==> src/rtl/bip_cnt_pkg.sv <==
package bip_cnt_pkg;
    localparam int PAR_W   = 8;
    localparam int LAYERS  = 3;
    localparam int INC_W   = $clog2(PAR_W + 1);
    typedef enum logic {CNT_BITS = 1'b0, CNT_BLOCKS = 1'b1} cnt_mode_e;
endpackage

==> src/rtl/bip_err_weigh.sv <==
// Turns one pair of parity bytes into the per-frame increment.
// Assumes the caller gates the result with the frame strobe.
module bip_err_weigh
    import bip_cnt_pkg::*;
(
    input  logic [PAR_W-1:0] rx_par,
    input  logic [PAR_W-1:0] calc_par,
    input  cnt_mode_e        mode,
    output logic [INC_W-1:0] incr
);
    logic [PAR_W-1:0] diff;
    logic [INC_W-1:0] pop;

    // Population count of the mismatch vector, then mode selection.
    always_comb begin
        diff = rx_par ^ calc_par;
        pop  = '0;
        for (int i = 0; i < PAR_W; i++) pop = pop + INC_W'(diff[i]);
        incr = (mode == CNT_BLOCKS) ? INC_W'(|diff) : pop;
    end
endmodule

==> src/rtl/bip_sat_counter.sv <==
// Saturating running counter with snapshot register for one layer.
// Assumes incr is already zero outside frame cycles; hold forces both to zero.
module bip_sat_counter
    import bip_cnt_pkg::*;
#(
    parameter int CNT_W = 16
) (
    input  logic             clk,
    input  logic             rst_n,
    input  logic [INC_W-1:0] incr,
    input  logic             snap,
    input  logic             hold_zero,
    output logic [CNT_W-1:0] run_cnt,
    output logic [CNT_W-1:0] held_cnt
);
    localparam logic [CNT_W:0] MAXV = {1'b0, {CNT_W{1'b1}}};
    logic [CNT_W:0]   sum;
    logic [CNT_W-1:0] run_nxt;

    // Compute next running value: restart on snapshot, clamp at maximum.
    always_comb begin
        sum     = (snap ? '0 : {1'b0, run_cnt}) + (CNT_W+1)'(incr);
        run_nxt = (sum > MAXV) ? MAXV[CNT_W-1:0] : sum[CNT_W-1:0];
    end

    // Register running and held counts.
    always_ff @(posedge clk) begin
        if (!rst_n || hold_zero) begin
            run_cnt  <= '0;
            held_cnt <= '0;
        end else begin
            run_cnt <= run_nxt;
            if (snap) held_cnt <= run_cnt;
        end
    end
endmodule

==> src/rtl/bip_err_counter_bank.sv <==
// Three-layer parity error counter bank (section, line, path).
// Assumes frame_vld pulses once per frame; path layer is zeroed on defects.
module bip_err_counter_bank
    import bip_cnt_pkg::*;
#(
    parameter int CNT_W = 16
) (
    input  logic             clk,
    input  logic             rst_n,
    input  logic             blk_mode,
    input  logic             frame_vld,
    input  logic [7:0]       b1_rx,
    input  logic [7:0]       b1_calc,
    input  logic [7:0]       b2_rx,
    input  logic [7:0]       b2_calc,
    input  logic [7:0]       b3_rx,
    input  logic [7:0]       b3_calc,
    input  logic             oof,
    input  logic             lopp,
    input  logic             snap,
    output logic [CNT_W-1:0] b1_run,
    output logic [CNT_W-1:0] b2_run,
    output logic [CNT_W-1:0] b3_run,
    output logic [CNT_W-1:0] b1_held,
    output logic [CNT_W-1:0] b2_held,
    output logic [CNT_W-1:0] b3_held
);
    logic [PAR_W-1:0] rx_v   [LAYERS];
    logic [PAR_W-1:0] calc_v [LAYERS];
    logic [CNT_W-1:0] run_v  [LAYERS];
    logic [CNT_W-1:0] held_v [LAYERS];
    logic             path_def;

    // Gather layer inputs into arrays and flag the path defect.
    always_comb begin
        rx_v[0] = b1_rx;   calc_v[0] = b1_calc;
        rx_v[1] = b2_rx;   calc_v[1] = b2_calc;
        rx_v[2] = b3_rx;   calc_v[2] = b3_calc;
        path_def = oof | lopp;
    end

    for (genvar g = 0; g < LAYERS; g++) begin : g_layer
        logic [INC_W-1:0] w_incr;
        logic [INC_W-1:0] incr_q;
        bip_err_weigh u_weigh (
            .rx_par   (rx_v[g]),
            .calc_par (calc_v[g]),
            .mode     (cnt_mode_e'(blk_mode)),
            .incr     (w_incr)
        );
        // Gate the increment with the frame strobe.
        always_comb incr_q = frame_vld ? w_incr : '0;
        bip_sat_counter #(.CNT_W(CNT_W)) u_cnt (
            .clk       (clk),
            .rst_n     (rst_n),
            .incr      (incr_q),
            .snap      (snap),
            .hold_zero ((g == LAYERS-1) ? path_def : 1'b0),
            .run_cnt   (run_v[g]),
            .held_cnt  (held_v[g])
        );
    end

    // Drive output ports from the layer arrays.
    always_comb begin
        b1_run = run_v[0];  b1_held = held_v[0];
        b2_run = run_v[1];  b2_held = held_v[1];
        b3_run = run_v[2];  b3_held = held_v[2];
    end
endmodule

==> config.mk <==
export PLATFORM = sky130hd
export DESIGN_NAME = bip_err_counter_bank
export DESIGN_NICKNAME = d
export VERILOG_FILES = /design/src/rtl/bip_cnt_pkg.sv /design/src/rtl/bip_err_weigh.sv /design/src/rtl/bip_sat_counter.sv /design/src/rtl/bip_err_counter_bank.sv
export SDC_FILE = /design/constraint.sdc
export NUM_CORES = 1
export LEC_CHECK = 0
export ABC_AREA = 0
export BUFFER_PORTS_ARGS = -buffer_cell sky130_fd_sc_hd__buf_2
export CORE_ASPECT_RATIO = 0.9
export CORE_MARGIN = 3
export CORE_UTILIZATION = 45
export CTS_CLUSTER_DIAMETER = 200
export DETAILED_ROUTE_END_ITERATION = 12
export PLACE_DENSITY = 0.7
export SKIP_LAST_GASP = 1
export SLEW_MARGIN = 20
export SYNTH_ARGS = -nofsm -noshare
export SYNTH_HDL_FRONTEND = slang
export SYNTH_SLANG_ARGS = --single-unit
==> constraint.sdc <==
create_clock -name clk -period 13 [get_ports clk]
set_input_delay 0.65 -clock clk [delete_from_list [all_inputs] [get_ports clk]]
set_output_delay 0.65 -clock clk [all_outputs]
set_load 0.005 [all_outputs]
==> Word-level counts from Yosys, hierarchy flattened <==
Cells that the tools add are included.
{ "totals": {"register_bits": 96, "latchBits": 0, "ramBits": 0, "romBits": 0, "inputBits": 55, "out_inout_bits": 96, "elab_cells": 54, "memories": 0} }
{ "classes": {"addsub": 24, "n_mul": 0, "div": 0, "order_cmp": 3, "n_eq_ne": 0, "n_shift": 0, "n_mux": 12, "bitwise_logic": 4, "reduce_logical": 5} }
{ "op_table": {"columns": ["operator", "n"], "rows": [
  ["$mux W16", 6],
  ["$add A4 B1 Y4", 18],
  ["$add A17 B4 Y17", 3],
  ["$gt A17 B16 Y1 const B", 3],
  ["$mux W4", 6],
  ["$reduce_or A8 Y1", 3],
  ["$xor A8 B8 Y8", 3],
  ["$add A1 B1 Y2", 3],
  ["$logic_not A1 Y1", 1],
  ["$logic_or A1 B1 Y1", 1],
  ["$or A1 B1 Y1", 1]
]} }

==> Logic depth before layout (Yosys ltp) <==
Gate-level depths: netlist of run 1.
{ "logic_depth": {"ltp_word": 13, "depth_mapped": 15, "mapped_depth_nobuf": 14} }

==> Cells and area by module <==
From an unflattened synthesis of run 1, not the netlist that was laid out.
{ "hier_totals": {"hier_cells": 635, "area_unflattened_um2": 5790.6} }
{ "by_module_without_submodules": {"columns": ["mod", "n_inst", "cells_per_inst", "area_each_um2", "seq_area_each_um2"], "rows": [
  ["bip_sat_counter (g_layer[0].u_cnt ...)", 2, 178, 1619.1, 640.6],
  ["bip_sat_counter (g_layer[1].u_cnt)", 1, 173, 1621.6, 640.6],
  ["bip_err_weigh (g_layer[1].u_weigh ...)", 2, 30, 272.8, 0.0],
  ["bip_err_weigh (g_layer[0].u_weigh)", 1, 31, 279.0, 0.0],
  ["bip_err_counter_bank", 1, 15, 106.4, 0.0]
]} }

==> Least setup slack after synthesis of run 1 <==
Ideal clock, no wire load.
{ "synth_timing": {"kind": "in2reg", "start": "input b1_calc[0]", "end": "register g_layer[0].u_cnt.run_cnt[5]", "setup_time_ns": 0.074, "arrival_ns": 4.612, "required_time_ns": 12.926, "slack_ns": 8.314, "cell_stages": 15, "n_path_buf": 1, "cell_sequence": "xor2_1 -> ha_1 -> fa_1 -> inv_1 -> fa_1 -> fa_1 -> fa_1 -> xor2_1 -> nor2_1 -> ha_1 -> nand3_1 -> a211o_1 -> or3_1 -> buf_6 -> a31oi_1"} }
{ "synth_between": {"elab_chain_len": 13, "word_cells_on_any_way": 14, "classes_between": "8 x add/sub; 1 x order compare; 3 x mux; 1 x bitwise; 1 x reduce/logical"} }
{ "synth_rtl": {"columns": ["element", "line", "rtl"], "rows": [
  ["start: declaration", "bip_err_counter_bank.sv:13", "input logic [7:0] b1_calc,"],
  ["$xor A8 B8 Y8 *", "bip_err_weigh.sv:16", "diff = rx_par ^ calc_par;"],
  ["$add A1 B1 Y2", "bip_err_weigh.sv:18", "for (int i = 0; i < PAR_W; i++) pop = pop + INC_W'(diff[i]);"],
  ["$add A4 B1 Y4 (6 in series)", "bip_err_weigh.sv:18", null],
  ["$mux W4 *", "bip_err_weigh.sv:19", "incr = (mode == CNT_BLOCKS) ? INC_W'(|diff) : pop;"],
  ["$mux W4 *", "bip_err_counter_bank.sv:52", "always_comb incr_q = frame_vld ? w_incr : '0;"],
  ["$add A17 B4 Y17 *", "bip_sat_counter.sv:22", "sum = (snap ? '0 : {1'b0, run_cnt}) + (CNT_W+1)'(incr);"],
  ["$gt A17 B16 Y1", "bip_sat_counter.sv:23", "run_nxt = (sum > MAXV) ? MAXV[CNT_W-1:0] : sum[CNT_W-1:0];"],
  ["$mux W16 *", "bip_sat_counter.sv:23", null],
  ["end signal: assignment", "bip_sat_counter.sv:32", "run_cnt <= run_nxt;"],
  ["end: declaration", "bip_sat_counter.sv:13", "output logic [CNT_W-1:0] run_cnt,"]
]} }
Mark *: on every way between the ends. The rest lies on a longest branch, timed or not.
A chain may end at the register's enable or synchronous reset.

==> Worst setup path in the final report of run 1 <==
{ "layout_timing": {"start": "input b1_calc[0]", "end": "register g_layer[0].u_cnt.run_cnt[15]"} }
The elaborated chain is that of the path after synthesis.

==> out/metrics.cfg, run 1 <==
[timing]
fin_skew_ns = 0.00444
slew_headroom_pct = 45.7
worstMarginPinSlew_ns = 0.813
period_share_pct = 37.6
final.setup.tns_ns = 0
fmax_mhz = 204
timing.final.hold_violations = 0
fin_crit_ns = 4.89
drv_slew = 0
rsz0062_at_grt = false
finalSetupViolations = 0

[layout]
multiInputGateArea_sq_mm = 0.00329
mostFrequentLayoutCell = buf_2
syn2layout_area_growth_pct = 21.4
antenna_cells = 0
nNetsFinal = 825
register_area_sq_mm = 0.00192
fin_cells = 892
mostFrequentLayoutCells = buf_2, dfxtp_1, nor2_1, mux2i_1, a21oi_1
drive_above_1_share_pct = 24.6
nFillCells = 1064

[power_and_ir_drop]
total_power_uw = 754
peakVddDrop_v = 0.0000661
powerDensity_mw_per_mm2 = 113
leakage_uw = 0.00310

[grt]
grtUsageTotal_pct = 19.6
grt_overflow = 0
grt_use_met2_pct = 32.3
grt_pass1_vias = 4559
grt_max_degree = 54
grtUsageMet1_pct = 26.6
grt-busiest-layer = met2
grt_pass1_wl_mm = 22.1
antenna_found_initial = 0
gr-usage-met3_pct = 3.64

[clock_network]
insertion_delay_ns = 0.34
post_cts_buffers = 0
ctsHtreeMaxLevel = 3
tritoncts = yes
root_buffer = clkbuf_16
cts_buffer_depth = 2
cts-resized-gates = 0
clkSinkCount = 96
clkTransAtPathRegs_ns = 0.07
cts_buffers = 9
cts_hold_buffers = 0

[logic_synthesis]
syn_avg_cell_area_sq_um = 9.15
syn_inst = 598
synth.distinct_cells = 67
synth.area.top_cells = dfxtp_1, mux2i_1, fa_1
synth_seq_cells = 96
yosysTopAreaCell = dfxtp_1
ys_seq_area_share_pct = 35.1
synth-async-reset-ratio_pct = 0
netlist_area_sq_mm = 0.00547
synth_ff_type = dfxtp_1
synth_edf_count = 0
synth-warning-count = 0
yosysTopAreaCellShare_pct = 35.1
synth_nets = 692

[routing]
viasPerCell = 5.42
vias = 4834
drt_first_pass_iters = 5
ant_nets = 0
post_drt_wl_per_cell_um = 15.2
drt_wl_total_mm = 13.5
drtIter0Drc = 224
drc = 0

[floorplan]
die_area_sq_mm = 0.0135
rows = 37
floorplan.initialDensity_pct = 46.9
io_pins = 151
die_x_um = 122
die_h_um = 111
coreArea_sq_mm = 0.0117

[placement]
io_buffers = 150
dp_hpwl_mm = 10.2
routabilityCongestion = 0.845
dp.cells = 876

[worst_setup_path]
cpLargestDelayFamily = adder cells
cp_data_arrival_time_ns = 5.14
timing.critical_path.buf_inv = 2
required_ns = 13.24
cpMaxStageDelayCell = a21oi_1
worstPathCellList = buf_2, xor2_1, ha_1, fa_1, inv_1, fa_1, fa_1, fa_1, nor2_1, ha_1, a211o_1, a21oi_1, a2111oi_0, a311oi_1
cp_max_fo = 12
worst_path_most_repeated_cell = fa_1
slowest_delay_ns = 0.62
start_kind = primary input
crit_type = in -> reg
cp-end-kind = register

[flow_run]
drv_cap = 0

[worst_hold_path]
min_path_type = reg -> reg

[outcome]
outcome = finished, final reports clean

## flip-flops by register name (all words and copies together), names as in the netlist
signal and cells:
g_layer.u_cnt.run_cnt 48, g_layer.u_cnt.held_cnt 48
## cell families (layout without fill, tap and decap cells)
family / after synthesis / in the layout / synth area share, %
flops: 96 / 96 / 35.1
mux: 52 / 52 / 9.51
compound gates: 109 / 109 / 14.1
xor+xnor: 39 / 39 / 6.24
fa+ha+maj: 39 / 39 / 11.0
buf+inv: 65 / 203 / 4.80
simple gates: 198 / 198 / 19.2
## stage by stage
stage | hold WS [ns] | setup slack [ns] | util [%] | area [sq um]
floorplan | 0.485 | 8.31 | - | 5470
global placement | 0.468 | 7.94 | 54.0 | 6300
detailed placement | 0.476 | 7.78 | 54.0 | 6300
CTS | 0.493 | 8.13 | 57.0 | 6650
global route | 0.528 | 7.81 | 57.0 | 6650
finish | 0.485 | 8.11 | 57.0 | 6650
## power by group
group          total (uW)  internal (uW)  switching [uW]  leakage [uW]
registers             305            300            4.62      0.000774
clock network         303            189             113      0.000167
logic                 146           66.6            79.2       0.00216
total                 754            557             197       0.00310
## worst register-to-register path, stage by stage, from the launching register on
cell and delay [ns]:
dfxtp_1 0.35, nor2b_1 0.15, ha_1 0.24, fa_1 0.24, nand3_1 0.18, a211o_1 0.37, or3_1 0.56, a31oi_1 0.21
## cells in the mapped netlist (2+ instances only)
master and n:
nor4b_1 2, fa_1 15, o31a_1 5, and3_1 7, clkbuf_2 2, ha_1 24, o2111ai_1 2, or3_1 6
o21bai_1 2, a211oi_1 6, nor2b_1 25, a41oi_1 3, a21oi_1 36, o211ai_1 2, nand2_1 17, xnor2_1 20
a2111oi_0 4, o211a_1 3, and4b_1 3, nor3_1 8, buf_2 7, a211o_1 4, a21oi_2 2, a21o_1 4
mux2i_1 52, o21a_1 3, a31oi_1 7, o21ai_0 9, nand4b_1 2, and2_1 3, xor2_1 19, a41o_1 2
dfxtp_1 96, and4_1 3, nand4_1 8, nor2_1 72, o311a_1 4, nor3b_1 3, nand2b_1 9, inv_1 34
nand3_1 19, clkbuf_1 19
## final timing paths
| kind | cells after the start | slack, ns | end | start |
|---|---|---|---|---|
| worst min register to register | 2 | 0.49 | g_layer[2].u_cnt.held_cnt[1]$_SDFFE_PP0P_ | g_layer[2].u_cnt.held_cnt[1]$_SDFFE_PP0P_ |
| worst min-delay path | 2 | 0.49 | g_layer[2].u_cnt.held_cnt[1]$_SDFFE_PP0P_ | g_layer[2].u_cnt.held_cnt[1]$_SDFFE_PP0P_ |
| worst max register to register | 7 | 10.63 | g_layer[0].u_cnt.run_cnt[7]$_SDFF_PN0_ | g_layer[0].u_cnt.run_cnt[0]$_SDFF_PN0_ |
| worst max-delay path | 14 | 8.11 | g_layer[0].u_cnt.run_cnt[15]$_SDFF_PN0_ | b1_calc[0] |
## per-layer routing
layer	vias to the layer above	share of wire, %	routed length, um
met5	-	0	0
met4	0	0.94	127
met3	12	6.4	867
met2	162	47	6410
met1	2276	45	6120
li1	2384	-	-
## area by class of cell
cell class | count | area share, %
Clock buffer | 10 | 3.45
Clock inverter | 6 | 1.75
Inverter | 36 | 2.03
Multi-Input combinational cell | 437 | 49.5
Sequential cell | 96 | 28.9
Tap cell | 156 | 2.94
Timing Repair Buffer | 151 | 11.4
Note: power is estimated with default switching activity, not from simulation.
==> run 2, diff against run 1 <==
--- a/config.mk
+++ b/config.mk
@@ -5,14 +5,14 @@
 export SDC_FILE = /design/constraint.sdc
 export NUM_CORES = 1
 export LEC_CHECK = 0
-export ABC_AREA = 0
+export ABC_AREA = 1
 export BUFFER_PORTS_ARGS = -buffer_cell sky130_fd_sc_hd__buf_2
 export CORE_ASPECT_RATIO = 0.9
 export CORE_MARGIN = 3
 export CORE_UTILIZATION = 45
 export CTS_CLUSTER_DIAMETER = 200
 export DETAILED_ROUTE_END_ITERATION = 12
-export PLACE_DENSITY = 0.7
+export PLACE_DENSITY = 0.72
 export SKIP_LAST_GASP = 1
 export SLEW_MARGIN = 20
 export SYNTH_ARGS = -nofsm -noshare
==> constraint.sdc (replaced) <==
create_clock -name clk -period 4.2 [get_ports clk]
set_input_delay 0.21 -clock clk [delete_from_list [all_inputs] [get_ports clk]]
set_output_delay 0.21 -clock clk [all_outputs]
set_load 0.005 [all_outputs]
==> out/metrics.cfg, run 2 <==
[outcome]
outcome = finished, final reports clean  ; unchanged

[timing]
final.setup.tns_ns = 0  ; unchanged
setup_slack_ns = 0.220  ; was 8.11 ns
period_share_pct = 94.8
fin_skew_ns = 0.00929  ; was 0.00444 ns
slew_headroom_pct = 45.7  ; about the same
finalSetupViolations = 0  ; unchanged
fmax_mhz = 251
fin_worst_hold_slack_ns = 0.201  ; was 0.485 ns
worstMarginPinSlew_ns = 0.814  ; was 0.813 ns
timing.final.hold_violations = 0  ; unchanged
rsz0062_at_grt = false  ; unchanged
fin_crit_ns = 3.98
drv_slew = 0  ; unchanged

[layout]
utilization_pct = 58.5  ; was 57.0%
syn2layout_area_growth_pct = 24.7  ; was 21.4%
largestRegisters = g_layer.u_cnt.held_cnt x48, g_layer.u_cnt.run_cnt x48  ; unchanged
drive_above_1_share_pct = 24.3  ; was 24.6%
antenna_cells = 0  ; unchanged
nNetsFinal = 1082  ; was 825
fin_cells = 1152  ; was 892
mostFrequentLayoutCell = nand2_1  ; was buf_2
mostFrequentLayoutCells = nand2_1, buf_2, inv_1, nor2_1, dfxtp_1  ; was buf_2, dfxtp_1, nor2_1, mux2i_1, a21oi_1

[logic_synthesis]
yosysMostFrequentCell = nand2_1  ; was dfxtp_1
synthTopCellsByCount = nand2_1, inv_1, nor2_1, dfxtp_1, nand3_1  ; was dfxtp_1, nor2_1, mux2i_1, a21oi_1, inv_1
synth_compound_area_share_pct = 11.2  ; was 14.1%
ys_seq_area_share_pct = 33.3  ; was 35.1%
yosys.area_share.simple_pct = 28.0  ; was 19.2%
synth_fa_ha_area_share_pct = 10.4  ; was 11.0%
synth.area.top_cells = dfxtp_1, nand2_1, inv_1  ; was dfxtp_1, mux2i_1, fa_1
synth-async-reset-ratio_pct = 0  ; unchanged
netlist_area_sq_mm = 0.00578  ; was 0.00547 sq mm
syn_inst = 824  ; was 598
synth_top_family_by_area = simple AND/OR/NAND/NOR gates  ; unchanged
synth_nets = 918  ; was 692
synth_edf_count = 0  ; unchanged
yosysTopAreaCell = dfxtp_1  ; unchanged
synth_ff_type = dfxtp_1  ; unchanged
yosys.area_share.xor_xnor_pct = 5.61  ; was 6.24%
syn_avg_cell_area_sq_um = 7.01  ; was 9.15 sq um
synth-warning-count = 0  ; unchanged
synth.distinct_cells = 33  ; was 67
synth_mux_area_share_pct = 0  ; was 9.51%
yosysTopAreaCellShare_pct = 33.3  ; was 35.1%
synth_seq_cells = 96  ; unchanged

[worst_setup_path]
required_ns = 4.44  ; was 13.24 ns
reg2reg_slack_ns = 2.25  ; was 10.63 ns
worst_path_most_repeated_cell = fa_1  ; unchanged
r2r_end = g_layer[0].u_cnt.run_cnt[14]$_SDFF_PN0_  ; was g_layer[0].u_cnt.run_cnt[7]$_SDFF_PN0_
cp_data_arrival_time_ns = 4.22  ; was 5.14 ns
ff2ff_path_depth = 13  ; was 7
start_kind = primary input  ; unchanged
cpLargestDelayFamily = adder cells  ; unchanged
crit_type = in -> reg  ; unchanged
cpMaxStageDelayCell = fa_1  ; was a21oi_1
slowest_delay_ns = 0.54  ; was 0.62 ns
cp.depth = 18  ; was 14
cp-end-kind = register  ; unchanged
cp_max_fo = 5  ; was 12
worstPathCellList = buf_2, xnor2_2, inv_1, ha_1, fa_1, inv_1, fa_1, fa_2, fa_1, nor2_1, fa_1, nand3_1, nand3_2, nand4_2, buf_4, nand3_1, nand2_1, inv_1  ; was buf_2, xor2_1, ha_1, fa_1, inv_1, fa_1, fa_1, fa_1, nor2_1, ha_1, a211o_1, a21oi_1, a2111oi_0, a311oi_1
reg2reg_from = g_layer[0].u_cnt.run_cnt[0]$_SDFF_PN0_  ; unchanged
timing.critical_path.buf_inv = 5  ; was 2

[grt]
grt_overflow = 0  ; unchanged
grtUsageTotal_pct = 21.3  ; was 19.6%
grt_pass1_vias = 5467  ; was 4559
grt_pass1_wl_mm = 25.4  ; was 22.1 mm
antenna_found_initial = 0  ; unchanged
grt_max_degree = 71  ; was 54

[clock_network]
cts-resized-gates = 0  ; unchanged
insertion_delay_ns = 0.34  ; about the same
cts_buffer_depth = 2  ; unchanged
tritoncts = yes  ; unchanged
clkSinkCount = 96  ; unchanged
root_buffer = clkbuf_16  ; unchanged
cts_buffers = 9  ; unchanged
post_cts_buffers = 0  ; unchanged
ctsHtreeMaxLevel = 3  ; unchanged
cts_hold_buffers = 0  ; unchanged
clkTransAtPathRegs_ns = 0.07  ; about the same

[placement]
routabilityCongestion = 0.908  ; was 0.845
post-place-ws_ns = -0.269  ; was 7.78 ns
dp_hpwl_mm = 11.1  ; was 10.2 mm
io_buffers = 150  ; unchanged
dp.cells = 1137  ; was 876

[worst_hold_path]
min_from = lopp  ; was g_layer[2].u_cnt.held_cnt[1]$_SDFFE_PP0P_
min_path_cells = 4  ; was 2
min_path_type = in -> reg  ; was reg -> reg
hold_path_end = g_layer[2].u_cnt.run_cnt[11]$_SDFF_PP0_  ; was g_layer[2].u_cnt.held_cnt[1]$_SDFFE_PP0P_

[floorplan]
coreArea_sq_mm = 0.0123  ; was 0.0117 sq mm
rows = 38  ; was 37
floorplan.initialDensity_pct = 46.9  ; about the same
die_h_um = 114  ; was 111 um
die_area_sq_mm = 0.0142  ; was 0.0135 sq mm
die_x_um = 125  ; was 122 um
io_pins = 151  ; unchanged

[power_and_ir_drop]
powerDensity_mw_per_mm2 = 319  ; was 113 mW/mm^2
peakVddDrop_v = 0.000273  ; was 0.0000661 V
leakage_uw = 0.00363  ; was 0.00310 uW

[routing]
drt_wl_total_mm = 14.8  ; was 13.5 mm
drtIter0Drc = 270  ; was 224
drt_first_pass_iters = 7  ; was 5
vias = 5624  ; was 4834
drc = 0  ; unchanged
viasPerCell = 4.88  ; was 5.42
post_drt_wl_per_cell_um = 12.9  ; was 15.2 um
ant_nets = 0  ; unchanged

[flow_run]
drv_cap = 0  ; unchanged

## run 2: changes by cell type after synthesis, sizes merged, moves of 8 or more
cell | previous run | this run
nor2b | 25 | 0
inv | 35 | 128
nand3 | 19 | 80
o21ai | 9 | 37
nand2 | 18 | 170
nor2 | 72 | 107
a21oi | 38 | 77
clkbuf | 21 | 13
buf | 8 | 17
mux2i | 52 | 0
nand2b | 9 | 0
## run 2: worst max-delay path by stage
stage | end | slack [ns] | from
floorplan | g_layer[0].u_cnt.run_cnt[7]$_SDFF_PN0_ | 0.006 | b1_calc[0]
global placement | g_layer[1].u_cnt.run_cnt[11]$_SDFF_PN0_ | -0.15 | b2_calc[0]
detailed placement | g_layer[2].u_cnt.run_cnt[8]$_SDFF_PP0_ | -0.27 | b3_calc[0]
CTS | g_layer[2].u_cnt.run_cnt[9]$_SDFF_PP0_ | 0.07 | b3_calc[0]
global route | g_layer[1].u_cnt.run_cnt[11]$_SDFF_PN0_ | 0.01 | b2_calc[1]
finish | g_layer[2].u_cnt.run_cnt[9]$_SDFF_PP0_ | 0.22 | b3_calc[0]
## run 2: worst reg2reg max path, cell delays in order, from the launching register on
cell and delay [ns]:
dfxtp_1 0.31, inv_1 0.07, nor2_1 0.05, ha_1 0.25
fa_1 0.39, nand3_1 0.09, nand3_1 0.11, buf_4 0.17
nand2_1 0.11, nor2_1 0.06, nand2_1 0.05, nand3_1 0.07
nand2_1 0.07, inv_1 0.04
## run 2: cell type report
cell class	count	area (sq um)
Sequential cell	96	1920
Clock inverter	3	67.6
Fill cell	1176	5100
Clock buffer	12	236
Inverter	128	483
Multi-Input combinational cell	570	3280
Tap cell	160	200
Timing Repair Buffer	183	1020
## run 2: layer usage
layer  vias up  track usage (%)  wire, um
met5         -                0         0
met4         0             6.43       290
met3        21             3.93       753
met2       145             35.6      7020
met1      2544             28.1      6770
li1       2914                -         -
## run 2: cells by family (layout without fill, tap and decap cells)
kind of cell    Yosys count  after routing
xor+xnor                 37             37
flops                    96             96
simple gates            373            373
compound gates          121            121
fa+ha+maj                39             39
buf+inv                 158            326
## run 2: metrics by stage
stage	cell area, sq um	power, uW
floorplan	5780	1310
global placement	6820	1440
global route	7210	2440
finish	7210	2300
detailed placement	6820	1460
CTS	7130	2320
## run 2: power breakdown
group / switching, uW / total (uW) / leakage [uW] / internal (uW)
registers: 15.1 / 958 / 0.000780 / 942
logic: 268 / 485 / 0.00271 / 217
clock network: 337 / 856 / 0.000143 / 519
==> run 3, diff against run 2 <==
==> constraint.sdc (replaced) <==
create_clock -name clk -period 4.2 [get_ports clk]
set_input_delay 0 -clock clk [delete_from_list [all_inputs] [get_ports clk]]
set_output_delay 0 -clock clk [all_outputs]
set_load 0.005 [all_outputs]
==> out/metrics.cfg, run 3 (same netlist as run 2, synthesis figures left out) <==
[outcome]
outcome = finished, final reports clean  ; unchanged

[layout]
utilization_pct = 57.5  ; was 58.5%
multiInputGateArea_sq_mm = 0.00321  ; was 0.00328 sq mm
syn2layout_area_growth_pct = 22.5  ; was 24.7%
drive_above_1_share_pct = 22.6  ; was 24.3%
nNetsFinal = 1075  ; was 1082
mostFrequentLayoutCell = nand2_1  ; unchanged
fin_cells = 1146  ; was 1152
register_area_sq_mm = 0.00192  ; unchanged
nFillCells = 1186  ; was 1176
mostFrequentLayoutCells = nand2_1, buf_2, inv_1, nor2_1, dfxtp_1  ; unchanged
antenna_cells = 0  ; unchanged
largestRegisters = g_layer.u_cnt.held_cnt x48, g_layer.u_cnt.run_cnt x48  ; unchanged

[worst_setup_path]
required_ns = 4.44  ; about the same
r2r_end = g_layer[1].u_cnt.run_cnt[11]$_SDFF_PN0_  ; was g_layer[0].u_cnt.run_cnt[14]$_SDFF_PN0_
slowest_delay_ns = 0.54  ; about the same
cp_max_fo = 5  ; unchanged
cpMaxStageDelayCell = fa_1  ; unchanged
reg2reg_from = g_layer[1].u_cnt.run_cnt[0]$_SDFF_PN0_  ; was g_layer[0].u_cnt.run_cnt[0]$_SDFF_PN0_
worstPathCellList = buf_2, xnor2_1, inv_1, ha_1, fa_1, inv_1, fa_1, fa_1, fa_1, nor2_1, fa_1, nand3_1, nand3_1, nand4_2, buf_4, nand3_1, nand2_1, inv_1  ; was buf_2, xnor2_2, inv_1, ha_1, fa_1, inv_1, fa_1, fa_2, fa_1, nor2_1, fa_1, nand3_1, nand3_2, nand4_2, buf_4, nand3_1, nand2_1, inv_1
worst_path_most_repeated_cell = fa_1  ; unchanged
ff2ff_path_depth = 11  ; was 13
cp-end-kind = register  ; unchanged
start_kind = primary input  ; unchanged
reg2reg_slack_ns = 2.22  ; was 2.25 ns
cp_data_arrival_time_ns = 4.14  ; was 4.22 ns
crit_type = in -> reg  ; unchanged

[clock_network]
insertion_delay_ns = 0.34  ; about the same
tritoncts = yes  ; unchanged
cts_buffers = 9  ; unchanged
cts_buffer_depth = 2  ; unchanged
post_cts_buffers = 0  ; unchanged
ctsHtreeMaxLevel = 3  ; unchanged
root_buffer = clkbuf_16  ; unchanged
clkTransAtPathRegs_ns = 0.07  ; about the same
clkSinkCount = 96  ; unchanged

[routing]
routed-wl-met3_um = 739  ; was 753 um
drt_wl_total_mm = 14.7  ; was 14.8 mm
drtIter0Drc = 266  ; was 270
drt_first_pass_iters = 5  ; was 7
vias = 5561  ; was 5624
post_drt_wl_per_cell_um = 12.8  ; was 12.9 um
maxUsedRoutingLayer = met4  ; unchanged
drc = 0  ; unchanged
met2_length_mm = 6.99  ; was 7.02 mm
viasPerCell = 4.85  ; was 4.88
ant_nets = 0  ; unchanged
wl_met1_mm = 6.81  ; was 6.77 mm

[worst_hold_path]
min_from = rst_n  ; was lopp
min_path_cells = 4  ; unchanged
min_path_type = in -> reg  ; unchanged
hold_path_end = g_layer[1].u_cnt.run_cnt[9]$_SDFF_PN0_  ; was g_layer[2].u_cnt.run_cnt[11]$_SDFF_PP0_

[timing]
drv_slew = 0  ; unchanged
fin_crit_ns = 3.90  ; was 3.98 ns
setup_slack_ns = 0.302  ; was 0.220 ns
slew_headroom_pct = 35.7  ; was 45.7%
timing.final.hold_violations = 0  ; unchanged
worstMarginPinSlew_ns = 0.963  ; was 0.814 ns
rsz0062_at_grt = false  ; unchanged
period_share_pct = 92.8  ; was 94.8%
fin_skew_ns = 0.00878  ; was 0.00929 ns
finalSetupViolations = 0  ; unchanged
fmax_mhz = 257  ; was 251 MHz

[grt]
grt_overflow = 0  ; unchanged
grt_pass1_wl_mm = 24.4  ; was 25.4 mm
grt_pass1_vias = 5170  ; was 5467
grt_max_degree = 71  ; unchanged
grtUsageTotal_pct = 20.6  ; was 21.3%
antenna_found_initial = 0  ; unchanged

[floorplan]
io_pins = 151  ; unchanged
die_h_um = 114  ; unchanged
floorplan.initialDensity_pct = 46.9  ; unchanged
die_x_um = 125  ; unchanged
die_area_sq_mm = 0.0142  ; unchanged
rows = 38  ; unchanged
coreArea_sq_mm = 0.0123  ; unchanged

[power_and_ir_drop]
powerDensity_mw_per_mm2 = 314  ; was 319 mW/mm^2
peakVddDrop_v = 0.000236  ; was 0.000273 V
leakage_uw = 0.00356  ; was 0.00363 uW
total_power_uw = 2230  ; was 2300 uW

[placement]
post-place-ws_ns = -0.0891  ; was -0.269 ns
dp_hpwl_mm = 11.0  ; was 11.1 mm
io_buffers = 150  ; unchanged
routabilityCongestion = 0.893  ; was 0.908
dp.cells = 1128  ; was 1137

[flow_run]
drv_cap = 0  ; unchanged

==> run 3: routing by layer <==
layer,global-route usage [%],vias to the layer above
met4,4.34,0
met3,4.45,13
met5,0,-
met1,27.3,2497
met2,34.9,147
li1,-,2904
==> run 3: layout make-up <==
cell class,count,share of cell area (%)
multi-input combinational,570,45.3
clock inverter,5,0.583
tap,160,2.83
sequential,96,27.1
clock buffer,11,3.57
inverter,128,6.82
timing repair buffer,176,13.8
==> run 3: power by group <==
part           switching [uW]  internal (uW)
clock                     364            437
combinational             264            204
sequential               15.2            942
total                     643           1580
==> run 3: repair_timing <==
item | 4_1_cts | 5_1_grt
hold buffers | 2 | 0
gates resized for setup | 0 | 2
endpoints found under the setup margin | 0 | 2
endpoints found under the hold margin | 8 | 0
==> run 3: worst max path at each step <==
| stage | startpoint | to | slack (ns) | depth (start not counted) |
|---|---|---|---|---|
| floorplan | b1_calc[0] | g_layer[0].u_cnt.run_cnt[7]$_SDFF_PN0_ | 0.22 | 19 |
| detailed placement | b3_calc[0] | g_layer[2].u_cnt.run_cnt[8]$_SDFF_PP0_ | -0.09 | 17 |
| CTS | b3_calc[0] | g_layer[2].u_cnt.run_cnt[9]$_SDFF_PP0_ | 0.28 | 18 |
| global route | b2_calc[1] | g_layer[1].u_cnt.run_cnt[15]$_SDFF_PN0_ | 0.005 | 21 |
| finish | b3_calc[0] | g_layer[2].u_cnt.run_cnt[9]$_SDFF_PP0_ | 0.30 | 18 |
| global placement | b3_calc[0] | g_layer[2].u_cnt.run_cnt[9]$_SDFF_PP0_ | 0.01 | 18 |
==> run 3: worst max-delay path, delay by kind of cell <==
family,cells,cell delay [ns]
XOR/XNOR,1,0.19
adder cells (fa/ha/maj),6,2.81
AND/OR/NAND/NOR,6,0.69
buffers and inverters,5,0.43
==> run 3: per-stage QoR <==
step	hold slack [ns]	cell area, sq um	setup TNS [ns]
2_1_floorplan	0.199	5780	0
3_3_place_gp	0.342	6750	0
3_5_place_dp	0.342	6750	-1.09
4_1_cts	0.192	7070	0
5_1_grt	0.227	7080	0
6_report	0.210	7080	0
